<file path="src/rtl/tsp_pkg.sv">
package tsp_pkg;

   localparam int unsigned WORD_W   = 32;
   localparam int unsigned GAP_W    = 7;
   localparam int unsigned RATE_W   = 16;
   localparam int unsigned RATE_LSB = 16;
   localparam int unsigned DIV_W    = 4;

   typedef enum logic [1:0] {
      ST_IDLE = 2'd0,
      ST_SEND = 2'd1,
      ST_GAP  = 2'd2
   } tsp_state_e;

   // decoded configuration, sampled only between packets
   typedef struct packed {
      logic              run;
      logic              gap_on;
      logic              fill_on;
      logic              mark_err;
      logic              fast_ref;
      logic              nco_on;
      logic [GAP_W-1:0]  gap_size;
      logic [RATE_W-1:0] rate_val;
   } tsp_cfg_t;

endpackage

</file>
<file path="src/rtl/tsp_rate_gen.sv">
module tsp_rate_gen #(
   parameter int unsigned ACC_W   = 13,
   parameter int unsigned RATE_W  = 16,
   parameter int unsigned DIV_W   = 4,
   parameter bit          HAS_NCO = 1'b1
) (
   input  logic              clk,
   input  logic              rst_n,
   input  logic              clr,
   input  logic              nco_on,
   input  logic              fast_ref,
   input  logic [RATE_W-1:0] rate_val,
   input  logic              base_tick,
   input  logic              fast_tick,
   output logic              slot
);

   logic             div_tick;
   logic             div_hit;
   logic             nco_hit;
   logic [DIV_W-1:0] div_cnt;

   assign div_tick = fast_ref ? fast_tick : base_tick;
   assign div_hit  = div_tick && (div_cnt == rate_val[DIV_W-1:0]);

   always_ff @(posedge clk or negedge rst_n) begin
      if (!rst_n) begin
         div_cnt <= '0;
      end else if (clr) begin
         div_cnt <= '0;
      end else if (div_tick) begin
         div_cnt <= div_hit ? '0 : div_cnt + DIV_W'(1);
      end
   end

   generate
      if (HAS_NCO) begin : g_nco
         localparam int unsigned SUM_W = ((RATE_W > ACC_W) ? RATE_W : ACC_W) + 1;
         logic [ACC_W-1:0] acc;
         logic [SUM_W-1:0] sum;

         assign sum     = SUM_W'(acc) + SUM_W'(rate_val);
         assign nco_hit = base_tick && (sum[SUM_W-1:ACC_W] != '0);

         always_ff @(posedge clk or negedge rst_n) begin
            if (!rst_n) begin
               acc <= '0;
            end else if (clr) begin
               acc <= '0;
            end else if (base_tick && nco_on) begin
               acc <= sum[ACC_W-1:0];
            end
         end
      end else begin : g_div_only
         assign nco_hit = 1'b0;
      end
   endgenerate

   always_ff @(posedge clk or negedge rst_n) begin
      if (!rst_n) begin
         slot <= 1'b0;
      end else if (clr) begin
         slot <= 1'b0;
      end else begin
         slot <= (HAS_NCO && nco_on) ? nco_hit : div_hit;
      end
   end

endmodule

</file>
<file path="src/rtl/tsp_null_byte.sv">
module tsp_null_byte #(
   parameter int unsigned IDX_W    = 8,
   parameter logic [12:0] NULL_PID = 13'h1FFF,
   parameter logic [7:0]  SYNC     = 8'h47,
   parameter logic [7:0]  FILL     = 8'hFF
) (
   input  logic [IDX_W-1:0] idx,
   input  logic             mark_err,
   output logic [7:0]       data
);

   always_comb begin
      if (idx == IDX_W'(0)) begin
         data = SYNC;
      end else if (idx == IDX_W'(1)) begin
         data = {mark_err, 2'b00, NULL_PID[12:8]};
      end else if (idx == IDX_W'(2)) begin
         data = NULL_PID[7:0];
      end else if (idx == IDX_W'(3)) begin
         data = 8'h10;
      end else begin
         data = FILL;
      end
   end

endmodule

</file>
<file path="src/rtl/tsp_seq.sv">
module tsp_seq
   import tsp_pkg::*;
#(
   parameter int unsigned PKT_LEN = 188,
   parameter int unsigned DATA_W  = 8,
   parameter int unsigned CNT_W   = 16
) (
   input  logic              clk,
   input  logic              rst_n,
   input  logic              clr,
   input  logic              slot,
   input  tsp_cfg_t          live_cfg,
   output tsp_cfg_t          eff_cfg,
   input  logic [DATA_W-1:0] in_data,
   input  logic              in_valid,
   input  logic              in_sop,
   input  logic              in_pkt_avail,
   output logic              in_ready,
   output logic [DATA_W-1:0] out_data,
   output logic              out_valid,
   output logic              out_sop,
   output logic [CNT_W-1:0]  pkt_count,
   output logic [CNT_W-1:0]  null_count,
   output logic              idle,
   output logic              sending_null
);

   localparam int unsigned    IDX_W    = $clog2(PKT_LEN);
   localparam int unsigned    GCNT_W   = GAP_W + 2;
   localparam logic [IDX_W-1:0] LAST_IDX = IDX_W'(PKT_LEN - 1);

   tsp_state_e        st;
   tsp_cfg_t          act_cfg;
   logic [IDX_W-1:0]  idx;
   logic [GCNT_W-1:0] gap_left;
   logic [GCNT_W-1:0] gap_load;
   logic              from_null;
   logic              head_ok;
   logic              start_fifo;
   logic              start_null;
   logic              send_slot;
   logic              last_slot;
   logic [IDX_W-1:0]  null_idx;
   logic [7:0]        null_data;

   // between packets the live words steer; inside a packet the latched copy does
   assign eff_cfg    = (st == ST_IDLE) ? live_cfg : act_cfg;
   assign head_ok    = in_pkt_avail && in_valid && in_sop;
   assign start_fifo = (st == ST_IDLE) && slot && eff_cfg.run && head_ok;
   assign start_null = (st == ST_IDLE) && slot && eff_cfg.run && !head_ok && eff_cfg.fill_on;
   assign send_slot  = (st == ST_SEND) && slot;
   assign last_slot  = send_slot && (idx == LAST_IDX);
   assign in_ready   = start_fifo || (send_slot && !from_null);
   assign null_idx   = (st == ST_IDLE) ? '0 : idx;
   assign gap_load   = GCNT_W'({eff_cfg.gap_size, 1'b0}) + GCNT_W'(4);
   assign idle       = (st == ST_IDLE);
   assign sending_null = from_null;

   tsp_null_byte #(
      .IDX_W (IDX_W)
   ) u_null (
      .idx      (null_idx),
      .mark_err (eff_cfg.mark_err),
      .data     (null_data)
   );

   always_ff @(posedge clk or negedge rst_n) begin
      if (!rst_n) begin
         st         <= ST_IDLE;
         act_cfg    <= '0;
         idx        <= '0;
         gap_left   <= '0;
         from_null  <= 1'b0;
         out_data   <= '0;
         out_valid  <= 1'b0;
         out_sop    <= 1'b0;
         pkt_count  <= '0;
         null_count <= '0;
      end else if (clr) begin
         st         <= ST_IDLE;
         act_cfg    <= '0;
         idx        <= '0;
         gap_left   <= '0;
         from_null  <= 1'b0;
         out_data   <= '0;
         out_valid  <= 1'b0;
         out_sop    <= 1'b0;
         pkt_count  <= '0;
         null_count <= '0;
      end else begin
         out_valid <= 1'b0;
         out_sop   <= 1'b0;
         unique case (st)
            ST_IDLE: begin
               act_cfg <= live_cfg;
               if (start_fifo || start_null) begin
                  st        <= ST_SEND;
                  idx       <= IDX_W'(1);
                  from_null <= start_null;
                  out_valid <= 1'b1;
                  out_sop   <= 1'b1;
                  out_data  <= start_fifo ? in_data : DATA_W'(null_data);
               end
            end
            ST_SEND: begin
               if (send_slot) begin
                  out_valid <= 1'b1;
                  out_data  <= from_null ? DATA_W'(null_data) : in_data;
                  idx       <= idx + IDX_W'(1);
                  if (last_slot) begin
                     pkt_count <= pkt_count + CNT_W'(1);
                     if (from_null) begin
                        null_count <= null_count + CNT_W'(1);
                     end
                     if (act_cfg.gap_on) begin
                        st       <= ST_GAP;
                        gap_left <= gap_load;
                     end else begin
                        st <= ST_IDLE;
                     end
                  end
               end
            end
            ST_GAP: begin
               if (slot) begin
                  gap_left <= gap_left - GCNT_W'(1);
                  if (gap_left == GCNT_W'(1)) begin
                     st <= ST_IDLE;
                  end
               end
            end
            default: st <= ST_IDLE;
         endcase
      end
   end

endmodule

</file>
<file path="src/rtl/tsout_pacer.sv">
module tsout_pacer
   import tsp_pkg::*;
#(
   parameter int unsigned PKT_LEN = 188,
   parameter int unsigned ACC_W   = 13,
   parameter int unsigned CNT_W   = 16,
   parameter int unsigned DATA_W  = 8,
   parameter bit          HAS_NCO = 1'b1
) (
   input  logic              clk,
   input  logic              rst_n,
   input  logic [31:0]       ctrl_word,
   input  logic [31:0]       rate_word,
   input  logic              base_tick,
   input  logic              fast_tick,
   input  logic [DATA_W-1:0] in_data,
   input  logic              in_valid,
   input  logic              in_sop,
   input  logic              in_pkt_avail,
   output logic              in_ready,
   output logic [DATA_W-1:0] out_data,
   output logic              out_valid,
   output logic              out_sop,
   output logic [CNT_W-1:0]  pkt_count,
   output logic [CNT_W-1:0]  null_count
);

   if (DATA_W != 8) begin : g_bad_width
      $error("tsout_pacer: DATA_W must be 8");
   end
   if (PKT_LEN < 8 || PKT_LEN > 4096) begin : g_bad_len
      $error("tsout_pacer: PKT_LEN out of range");
   end
   if (ACC_W < 2 || ACC_W >= RATE_W + 1) begin : g_bad_acc
      $error("tsout_pacer: ACC_W out of range");
   end
   if (CNT_W < 1) begin : g_bad_cnt
      $error("tsout_pacer: CNT_W must be positive");
   end

   tsp_cfg_t live_cfg;
   tsp_cfg_t eff_cfg;
   logic     hold;
   logic     slot;
   logic     seq_idle;
   logic     seq_null;
   logic     unused_cfg_bits;

   assign hold              = ctrl_word[1];
   assign live_cfg.run      = ctrl_word[0];
   assign live_cfg.gap_on   = ctrl_word[4];
   assign live_cfg.fill_on  = ctrl_word[5];
   assign live_cfg.mark_err = ctrl_word[7];
   assign live_cfg.fast_ref = ctrl_word[11];
   assign live_cfg.nco_on   = ctrl_word[12];
   assign live_cfg.gap_size = rate_word[GAP_W-1:0];
   assign live_cfg.rate_val = rate_word[RATE_LSB +: RATE_W];

   assign unused_cfg_bits = ^{ctrl_word[31:13], ctrl_word[10:8], ctrl_word[6],
                              ctrl_word[3:2], rate_word[15:GAP_W]};

   tsp_rate_gen #(
      .ACC_W   (ACC_W),
      .RATE_W  (RATE_W),
      .DIV_W   (DIV_W),
      .HAS_NCO (HAS_NCO)
   ) u_rate (
      .clk       (clk),
      .rst_n     (rst_n),
      .clr       (hold),
      .nco_on    (eff_cfg.nco_on),
      .fast_ref  (eff_cfg.fast_ref),
      .rate_val  (eff_cfg.rate_val),
      .base_tick (base_tick),
      .fast_tick (fast_tick),
      .slot      (slot)
   );

   tsp_seq #(
      .PKT_LEN (PKT_LEN),
      .DATA_W  (DATA_W),
      .CNT_W   (CNT_W)
   ) u_seq (
      .clk          (clk),
      .rst_n        (rst_n),
      .clr          (hold),
      .slot         (slot),
      .live_cfg     (live_cfg),
      .eff_cfg      (eff_cfg),
      .in_data      (in_data),
      .in_valid     (in_valid),
      .in_sop       (in_sop),
      .in_pkt_avail (in_pkt_avail),
      .in_ready     (in_ready),
      .out_data     (out_data),
      .out_valid    (out_valid),
      .out_sop      (out_sop),
      .pkt_count    (pkt_count),
      .null_count   (null_count),
      .idle         (seq_idle),
      .sending_null (seq_null)
   );

endmodule

</file>
<file path="config.mk">
export PLATFORM = sky130hd
export DESIGN_NAME = tsout_pacer
export DESIGN_NICKNAME = d
export VERILOG_FILES = /design/src/rtl/tsp_pkg.sv /design/src/rtl/tsp_rate_gen.sv /design/src/rtl/tsp_null_byte.sv /design/src/rtl/tsp_seq.sv /design/src/rtl/tsout_pacer.sv
export SDC_FILE = /design/constraint.sdc
export NUM_CORES = 1
export LEC_CHECK = 0
export BUFFER_PORTS_ARGS = -buffer_cell sky130_fd_sc_hd__clkbuf_2
export CORE_ASPECT_RATIO = 1.5
export CORE_MARGIN = 3
export CORE_UTILIZATION = 61
export DETAILED_ROUTE_END_ITERATION = 6
export PLACE_DENSITY = 0.9
export REMOVE_ABC_BUFFERS = 1
export SYNTH_ARGS = -nofsm -noshare
export SYNTH_HDL_FRONTEND = slang
export SYNTH_HIERARCHICAL = 1
export SYNTH_SLANG_ARGS = --single-unit
</file>
<file path="constraint.sdc">
create_clock -name clk -period 9.7 [get_ports clk]
set_input_delay 1.94 -clock clk [delete_from_list [all_inputs] [get_ports clk]]
set_output_delay 1.94 -clock clk [all_outputs]
set_load 0.02 [all_outputs]
</file>
==> flow_metrics.env, run 1 <==
export IMPL_slew_headroom_pct=15.2
export IMPL_drc_errors=0
export IMPL_grt_ovfl_total=0
export IMPL_dieArea_um2=11800
export IMPL_portBuffers=87
export IMPL_yosys_warnings=6
export IMPL_clockBufferDepth=2
export IMPL_initial_core_util_pct=62.9
export IMPL_rrSetupSlack_ps=5590
export IMPL_hold_path_depth=2
export IMPL_die_h_um=132
export IMPL_endpoint_kind="primary output"
export IMPL_syn_avg_cell_area_um2=9.60
export IMPL_grt_usage_pct=26.0
export IMPL_start_kind="primary input"
export IMPL_fin_skew_ps=5.67
export IMPL_fin_setup_tns_ps=0
export IMPL_r2r_start="u_seq/st[1]"
export IMPL_hp_start="u_rate/g_nco.acc[4]"
export IMPL_cts_tree="yes"
export IMPL_timing_fmax_mhz=204
export IMPL_ioPinCount=122
export IMPL_clkLatencyLatePin_ps=340
export IMPL_grt_pass1_wl_um=24600
export IMPL_antenna_diode_count=0
export IMPL_cts_root_buffer="clkbuf_16"
export IMPL_fin_ws_ps=4800
export IMPL_antenna_found_initial=0
export IMPL_cp_max_fo=5
export IMPL_layout_nets=835
export IMPL_area_delta_synth_final_pct=11.7
export IMPL_syn_area_um2=6410
export IMPL_h_tree_depth=3
export IMPL_ir_drop_mv=0.0874
export IMPL_power_density_nw_per_um2=136
export IMPL_power_uw=972
export IMPL_cp_required_ps=7760
export IMPL_place_area_um2=6880
export IMPL_vias_per_cell=6.23
export IMPL_cts_resized=0
export IMPL_cts_hold_buf=0
export IMPL_drive_above_1_share_pct=20.1
export IMPL_reg2reg_to="u_rate/slot"
export IMPL_grt_max_degree=77
export IMPL_hold_violations=0
export IMPL_drt_iter0_drc=483
export IMPL_die_w_um=89.7
export IMPL_hold_worst_slack_ps=534
export IMPL_first_global_vias=5441
export IMPL_slew_viol_final=0
export IMPL_worst_setup_path_type="primary input to primary output"
export IMPL_worstMarginPinSlew_ps=1270
export IMPL_reg2reg_depth=11
export IMPL_arrival_ps=2960
export IMPL_post_route_period_util_pct=50.5
export IMPL_period_minus_slack_ps=4900
export IMPL_cts_setup_buffers=0
export IMPL_leakagePower_nw=3.27
export IMPL_fin_area_um2=7160
export IMPL_place_congestion=0.872
export IMPL_rsz0062_at_grt="no"
export IMPL_cts_sinks=107
export IMPL_hpwl_um=10500
export IMPL_cap_viol_max_count=0
export IMPL_fp_row_count=45
export IMPL_wl_per_cell_um=17.0
export IMPL_preCtsSetupSlack_ps=4830
export IMPL_synthCells=668
export IMPL_core_area_um2=10200
export IMPL_setup_violations=0
export IMPL_status="finished, final reports clean"
export IMPL_ant_nets=0
export IMPL_hold_class="flop to flop"
export IMPL_num_vias=5475
export IMPL_holdPathEnd="u_rate/g_nco.acc[4]"
export IMPL_cts_made_buffers=9
export IMPL_clkTransAtPathRegs_ps=70
export IMPL_first_pass_iters=5
export IMPL_routed_wl_um=15000
==> how the worst max path moves through the flow <==
stage,start,end,cells past startpoint
final,ctrl_word[0],in_ready,6
after global routing,ctrl_word[0],in_ready,6
after CTS,ctrl_word[0],in_ready,6
after detailed placement,ctrl_word[0],in_ready,6
after global placement,ctrl_word[0],in_ready,6
after floorplan,ctrl_word[0],in_ready,4
==> cells in the final DEF (no fill, tap or decap), types with 3 or more instances in the layout <==
| master | count |
|---|---|
| clkbuf_16 | 9 |
| and2_1 | 13 |
| nor4b_1 | 3 |
| nor2_1 | 70 |
| nand3_1 | 23 |
| and4_1 | 4 |
| nor2b_1 | 28 |
| nand4_1 | 14 |
| o21bai_1 | 3 |
| nand3b_1 | 4 |
| xnor2_1 | 35 |
| mux2_2 | 23 |
| o211ai_1 | 3 |
| dfrtp_1 | 107 |
| o21a_1 | 3 |
| mux2i_1 | 18 |
| inv_1 | 17 |
| xor2_1 | 6 |
| a311oi_1 | 5 |
| a21o_1 | 6 |
| a21oi_1 | 28 |
| and4b_1 | 3 |
| a211oi_1 | 14 |
| a31oi_1 | 5 |
| buf_4 | 4 |
| o21ai_0 | 32 |
| nand2_1 | 41 |
| ha_1 | 20 |
| clkbuf_2 | 85 |
| nor3b_1 | 3 |
| nor4_1 | 8 |
| nor3_1 | 22 |
| or3_1 | 10 |
| nand2b_1 | 4 |
==> layer usage <==
layer | track usage (%) | vias to the layer above | wire length, um
met3 | 5.58 | 45 | 677
met2 | 45.1 | 208 | 8020
met1 | 29.9 | 2690 | 5830
met4 | 10.7 | 0 | 449
met5 | 0 | - | 0
li1 | - | 2532 | -
==> power breakdown <==
group	leakage, nW	switching, mW	internal [mW]
clock network	0.141	0.149	0.203
registers	1.46	0.0110	0.462
logic	1.67	0.0882	0.0586
==> flip-flops by register name (all words and copies together), names as in the netlist <==
| register | count |
|---|---|
| u_seq/gap_left | 9 |
| u_rate/g_nco.acc | 13 |
| u_seq/act_cfg | 27 |
| u_seq/out_sop | 1 |
| u_seq/pkt_count | 16 |
| u_seq/out_data | 8 |
| u_seq/idx | 8 |
| u_rate/slot | 1 |
| u_seq/out_valid | 1 |
| u_seq/null_count | 16 |
| u_rate/div_cnt | 4 |
| u_seq/sending_null | 1 |
| u_seq/st | 2 |
==> worst max-delay path, cell delays in order <==
cell and delay (ps):
clkbuf_2 110, nand2_1 80, nor2_2 270, and4_1 250, o21bai_1 110, clkbuf_2 200
==> area by class of cell <==
| class | count | area (um^2) |
|---|---|---|
| Tap cell | 141 | 176 |
| Sequential cell | 107 | 2680 |
| Fill cell | 767 | 3030 |
| Timing Repair Buffer | 89 | 455 |
| Clock buffer | 11 | 243 |
| Inverter | 18 | 72.6 |
| Multi-Input combinational cell | 510 | 3490 |
| Clock inverter | 3 | 40.0 |
==> metrics by stage <==
step                      std cells  utilization (%)
final                           879             70.3
after global routing            879             70.3
after detailed placement        865             67.5
after global placement          865             67.5
after floorplan                 635                -
after CTS                       879             70.3
(Power assumes the default switching activity.)
==> run 2, diff against run 1 <==
--- a/config.mk
+++ b/config.mk
@@ -5,12 +5,13 @@
 export SDC_FILE = /design/constraint.sdc
 export NUM_CORES = 1
 export LEC_CHECK = 0
+export ABC_AREA = 1
 export BUFFER_PORTS_ARGS = -buffer_cell sky130_fd_sc_hd__clkbuf_2
 export CORE_ASPECT_RATIO = 1.5
 export CORE_MARGIN = 3
-export CORE_UTILIZATION = 61
+export CORE_UTILIZATION = 52
 export DETAILED_ROUTE_END_ITERATION = 6
-export PLACE_DENSITY = 0.9
+export PLACE_DENSITY = 0.81
 export REMOVE_ABC_BUFFERS = 1
 export SYNTH_ARGS = -nofsm -noshare
 export SYNTH_HDL_FRONTEND = slang
==> constraint.sdc (replaced) <==
create_clock -name clk -period 4.4 [get_ports clk]
set_input_delay 0.88 -clock clk [delete_from_list [all_inputs] [get_ports clk]]
set_output_delay 0.88 -clock clk [all_outputs]
set_load 0.02 [all_outputs]
==> flow_metrics.env, run 2 <==
export IMPL_rsz0062_at_grt="no"
export IMPL_cts_tree="yes"
export IMPL_pwr_share_comb_pct=18.8
export IMPL_clkPwrFrac_pct=33.4
export IMPL_post_route_period_util_pct=66.3
export IMPL_core_area_um2=13100
export IMPL_initial_core_util_pct=53.7
export IMPL_final_cell_mix="nand2_1 (266), inv_1 (133), dfrtp_1 (108)"
export IMPL_dieArea_um2=15000
export IMPL_hpwl_um=12000
export IMPL_clockBufferDepth=2
export IMPL_drive_above_1_share_pct=17.3
export IMPL_drc_errors=0
export IMPL_ir_drop_mv=0.177
export IMPL_switching_share_pct=29.8
export IMPL_slew_headroom_pct=34.0
export IMPL_fp_row_count=51
export IMPL_cts_setup_buffers=0
export IMPL_cts_made_buffers=9
export IMPL_power_density_nw_per_um2=287
export IMPL_syn_area_um2=7020
export IMPL_grt_max_degree=80
export IMPL_slew_viol_final=0
export IMPL_area_delta_synth_final_pct=11.6
export IMPL_hp_start="u_seq/out_data[4]"
export IMPL_wl_per_cell_um=13.0
export IMPL_cts_resized=0
export IMPL_rrSetupSlack_ps=1480
export IMPL_largest_reg_flops=28
export IMPL_reg_largest_list="u_seq/act_cfg x28, u_seq/null_count x16, u_seq/pkt_count x16"
export IMPL_synthCells=996
export IMPL_p_int_mw=1.58
export IMPL_grt_pass1_wl_um=27800
export IMPL_setup_violations=0
export IMPL_power_mw=2.25
export IMPL_status="finished, final reports clean"
export IMPL_first_global_vias=6306
export IMPL_worst_setup_path_type="flop to flop"
export IMPL_top_register="u_seq/act_cfg"
export IMPL_leakagePower_nw=4.17
export IMPL_reg2reg_depth=19
export IMPL_yosys_warnings=6
export IMPL_hold_class="flop to flop"
export IMPL_cts_hold_buf=0
export IMPL_fin_skew_ps=9.47
export IMPL_start_kind="flop"
export IMPL_ant_nets=0
export IMPL_vias_per_cell=5.24
export IMPL_die_h_um=148
export IMPL_num_vias=6496
export IMPL_pwr_share_seq_pct=47.7
export IMPL_place_congestion=0.922
export IMPL_portBuffers=87
export IMPL_arrival_ps=3140
export IMPL_grt_ovfl_total=0
export IMPL_power_switching_uw=670
export IMPL_routed_wl_um=16100
export IMPL_clkLatencyLatePin_ps=350
export IMPL_die_w_um=101
export IMPL_worstMarginPinSlew_ps=990
export IMPL_cp_required_ps=4620
export IMPL_preCtsSetupSlack_ps=1250
export IMPL_hold_violations=0
export IMPL_cp_max_fo=18
export IMPL_endpoint_kind="flop"
export IMPL_cts_root_buffer="clkbuf_16"
export IMPL_clkTransAtPathRegs_ps=70
export IMPL_first_pass_iters=5
export IMPL_timing_fmax_mhz=343
export IMPL_fin_setup_tns_ps=0
export IMPL_layout_nets=1176
export IMPL_antenna_diode_count=0
export IMPL_grt_usage_pct=22.5
export IMPL_holdPathEnd="u_seq/out_data[4]"
export IMPL_antenna_found_initial=0
export IMPL_syn_avg_cell_area_um2=7.05
export IMPL_final_common_cell="nand2_1"
export IMPL_drt_iter0_drc=314
export IMPL_h_tree_depth=3
export IMPL_cts_sinks=108
export IMPL_ioPinCount=122
export IMPL_r2r_start="u_seq/st[1]"
export IMPL_hold_worst_slack_ps=480
export IMPL_hold_path_depth=2
export IMPL_reg2reg_to="u_rate/slot"
export IMPL_fin_ws_ps=1480
export IMPL_period_minus_slack_ps=2920
export IMPL_utilization_pct=59.9
export IMPL_cap_viol_max_count=0
run 2: critical path, cell delays in order, from the launching register on:
cell and delay [ps]:
dfrtp_1 440, inv_2 120, nand2_2 140, buf_4 240, or2_2 280, o21ai_0 130
inv_1 80, ha_1 350, nand2_1 170, inv_1 60, nand2_1 70, nand2_1 70
a21oi_1 160, nand2_1 70, nand2_1 60, nand2_1 50, nor2_1 100, nand2_1 70
nand2_1 70, a21oi_2 50
run 2: worst max-delay path by stage:
stage | endpoint | start | depth (start not counted) | slack (ps)
finish | u_rate/slot | u_seq/st[1] | 19 | 1480
global placement | u_rate/slot | rate_word[16] | 18 | 1320
detailed placement | u_rate/slot | rate_word[16] | 18 | 1250
global route | u_rate/slot | u_seq/st[1] | 19 | 1220
floorplan | u_rate/slot | rate_word[16] | 17 | 1630
CTS | u_rate/slot | u_seq/st[1] | 18 | 1480
run 2: per-stage QoR:
stage	cells	area, um^2
floorplan	971	6880
global placement	1224	7570
detailed placement	1224	7570
CTS	1239	7840
global route	1239	7840
finish	1239	7840
run 2: cell type report:
class                      instances  area (um^2)
clock buffer                      10          239
clock inverter                     5         28.8
fill                            1231         5250
inverter                         143          537
multi-input combinational        720         3640
sequential                       108         2700
tap                              159          199
timing repair buffer              94          490
run 2: power by group through the flow:
stage                     clock (mW)  combinational (mW)  sequential, mW
after CTS                      0.767               0.426            1.07
after global placement             0               0.413            1.09
after detailed placement           0               0.424            1.09
after global routing           0.803               0.486            1.08
after floorplan                    0               0.283            1.10
final                          0.752               0.424            1.07
run 2: routing by layer:
metal	global-route usage [%]	share of wire (%)
met1	25.7	40
met2	42.2	55
met3	1.97	3.1
met4	9.31	1.9
met5	0	0
==> run 3, diff against run 2 <==
--- a/config.mk
+++ b/config.mk
@@ -9,9 +9,9 @@
 export BUFFER_PORTS_ARGS = -buffer_cell sky130_fd_sc_hd__clkbuf_2
 export CORE_ASPECT_RATIO = 1.5
 export CORE_MARGIN = 3
-export CORE_UTILIZATION = 52
+export CORE_UTILIZATION = 57
 export DETAILED_ROUTE_END_ITERATION = 6
-export PLACE_DENSITY = 0.81
+export PLACE_DENSITY = 0.84
 export REMOVE_ABC_BUFFERS = 1
 export SYNTH_ARGS = -nofsm -noshare
 export SYNTH_HDL_FRONTEND = slang
==> constraint.sdc (replaced) <==
create_clock -name clk -period 2.8 [get_ports clk]
set_input_delay 0.56 -clock clk [delete_from_list [all_inputs] [get_ports clk]]
set_output_delay 0.56 -clock clk [all_outputs]
set_load 0.02 [all_outputs]
==> flow_metrics.env, run 3 (same netlist as run 2, synthesis figures left out) <==
export IMPL_wl_per_cell_um=13.4
export IMPL_die_h_um=142
export IMPL_antenna_found_initial=0
export IMPL_initial_core_util_pct=58.4
export IMPL_final_common_cell="nand2_1"
export IMPL_reg_largest_list="u_seq/act_cfg x28, u_seq/null_count x16, u_seq/pkt_count x16"
export IMPL_critPathTopFamily="simple AND/OR/NAND/NOR gates"
export IMPL_cts_root_buffer="clkbuf_16"
export IMPL_largest_reg_flops=28
export IMPL_clockBufferDepth=2
export IMPL_crit_top_cell="nand2_1"
export IMPL_status="finished, final reports clean"
export IMPL_ir_drop_mv=0.308
export IMPL_worst_path_buf_inv=4
export IMPL_top_register="u_seq/act_cfg"
export IMPL_setup_violations=0
export IMPL_fin_skew_ps=10.1
export IMPL_cts_hold_buf=0
export IMPL_first_global_vias=6325
export IMPL_grt_max_degree=47
export IMPL_cp_required_ps=3020
export IMPL_period_minus_slack_ps=2620
export IMPL_die_w_um=96.6
export IMPL_slew_headroom_pct=58.1
export IMPL_ant_nets=0
export IMPL_timing_fmax_mhz=382
export IMPL_cts_made_buffers=9
export IMPL_first_pass_iters=5
export IMPL_leakagePower_nw=4.21
export IMPL_place_congestion=0.938
export IMPL_fp_row_count=49
export IMPL_grt_usage_pct=24.1
export IMPL_cts_sinks=108
export IMPL_final_cell_mix="nand2_1 (262), inv_1 (133), dfrtp_1 (108)"
export IMPL_ioPinCount=122
export IMPL_hold_class="primary input to asynchronous set/reset pin"
export IMPL_cp_slowest_stage_delay_ps=390
export IMPL_routed_wl_um=16700
export IMPL_vias_per_cell=5.42
export IMPL_num_vias=6723
export IMPL_drc_errors=0
export IMPL_fin_ws_ps=179
export IMPL_hpwl_um=12100
export IMPL_clkTransAtPathRegs_ps=60
export IMPL_preCtsSetupSlack_ps=14.7
export IMPL_slew_viol_final=0
export IMPL_hold_violations=0
export IMPL_antenna_diode_count=0
export IMPL_utilization_pct=66.5
export IMPL_layout_nets=1185
export IMPL_cap_viol_max_count=0
export IMPL_post_route_period_util_pct=93.6
export IMPL_drive_above_1_share_pct=19.0
export IMPL_path_cells="inv_2, nand2_2, buf_12, or2_2, o21ai_0, inv_1, ha_2, nand2_2, inv_2, nand2_1, nor3_2, nand2_2, nand3_1, nand2_1, nor2_1, nand2_1, nand2_1, a21oi_2"
export IMPL_area_delta_synth_final_pct=13.9
export IMPL_grt_ovfl_total=0
export IMPL_hold_worst_slack_ps=202
export IMPL_core_area_um2=12000
export IMPL_drt_iter0_drc=413
export IMPL_portBuffers=87
export IMPL_clkLatencyLatePin_ps=350
export IMPL_fin_setup_tns_ps=0
export IMPL_start_kind="flop"
export IMPL_worstMarginPinSlew_ps=624
export IMPL_h_tree_depth=3
export IMPL_power_density_nw_per_um2=446
export IMPL_cts_setup_buffers=0
export IMPL_endpoint_kind="flop"
export IMPL_dieArea_um2=13700
export IMPL_cts_tree="yes"
export IMPL_worst_setup_path_type="flop to flop"
export IMPL_grt_pass1_wl_um=27600
export IMPL_arrival_ps=2840
export IMPL_cp_max_fo=24
export IMPL_critPathSlowestCell="dfrtp_1"
-- run 3: cell count changes in the layout (fill, tap and decap cells not counted), moves of 3 or more --
| cell | previous run | this run |
|---|---|---|
| nand2_1 | 266 | 262 |
| a21oi_1 | 29 | 26 |
| ha_1 | 20 | 14 |
| ha_4 | 0 | 4 |
| o21ai_0 | 69 | 66 |
| nand2_2 | 15 | 19 |
| buf_4 | 8 | 14 |
| clkinv_2 | 4 | 1 |
| a21oi_2 | 3 | 6 |
| o21ai_1 | 6 | 9 |
-- run 3: report_power, final --
part / total, mW / switching [mW] / internal (mW)
clock network: 1.16 / 0.545 / 0.617
logic: 0.710 / 0.458 / 0.252
registers: 1.69 / 0.0516 / 1.64
-- run 3: metal layers --
layer  wire length (um)  GRT usage (%)  vias up  part of all wire [%]
met5                  0              0        -                     0
met4                368           9.17        0                   2.2
met3                919           3.89       32                   5.5
met2               8820           45.4      203                    53
met1               6570           27.3     3118                    39
li1                   -              -     3370                     -
-- run 3: worst reg2reg max path, cell delays in order (launching register included) --
cell and delay, ps:
dfrtp_1 390, inv_2 70, nand2_2 80, buf_12 170, or2_2 270, o21ai_0 120
inv_1 90, ha_2 380, nand2_2 100, inv_2 80, nand2_1 70, nor3_2 180
nand2_2 100, nand3_1 70, nand2_1 50, nor2_1 80, nand2_1 60, nand2_1 70
a21oi_2 50
-- run 3: area by class of cell --
cell class | count | area, um^2
fill | 1062 | 4020
multi-input combinational | 720 | 3720
sequential | 108 | 2700
timing repair buffer | 103 | 587
inverter | 143 | 537
clock buffer | 12 | 246
tap | 153 | 191
clock inverter | 2 | 12.5
-- run 3: worst paths after layout --
kind                                       end         startpoint  depth (start not counted)  slack, ps
hold reg to reg              u_seq/out_data[6]  u_seq/out_data[6]                          2        480
setup reg to reg                   u_rate/slot        u_seq/st[1]                         18        180
min in group clk             u_seq/out_data[6]  u_seq/out_data[6]                          2        480
max in group asynchronous    u_seq/act_cfg[25]              rst_n                          2       1880
hold / removal             u_seq/null_count[9]              rst_n                          1        200
setup / recovery                   u_rate/slot        u_seq/st[1]                         18        180
-- run 3: through the flow --
step / instance area (um^2) / cells / total power [mW]
global placement: 7650 / 1227 / 2.37
floorplan: 6880 / 971 / 2.17
CTS: 7910 / 1241 / 3.56
detailed placement: 7650 / 1227 / 2.39
global route: 7990 / 1241 / 3.76
finish: 7990 / 1241 / 3.56
-- run 3: timing repair --
item                                    in CTS  in global routing
gates resized for setup                      0                 18
endpoints found under the setup margin       0                  2
endpoints found under the hold margin        0                  0
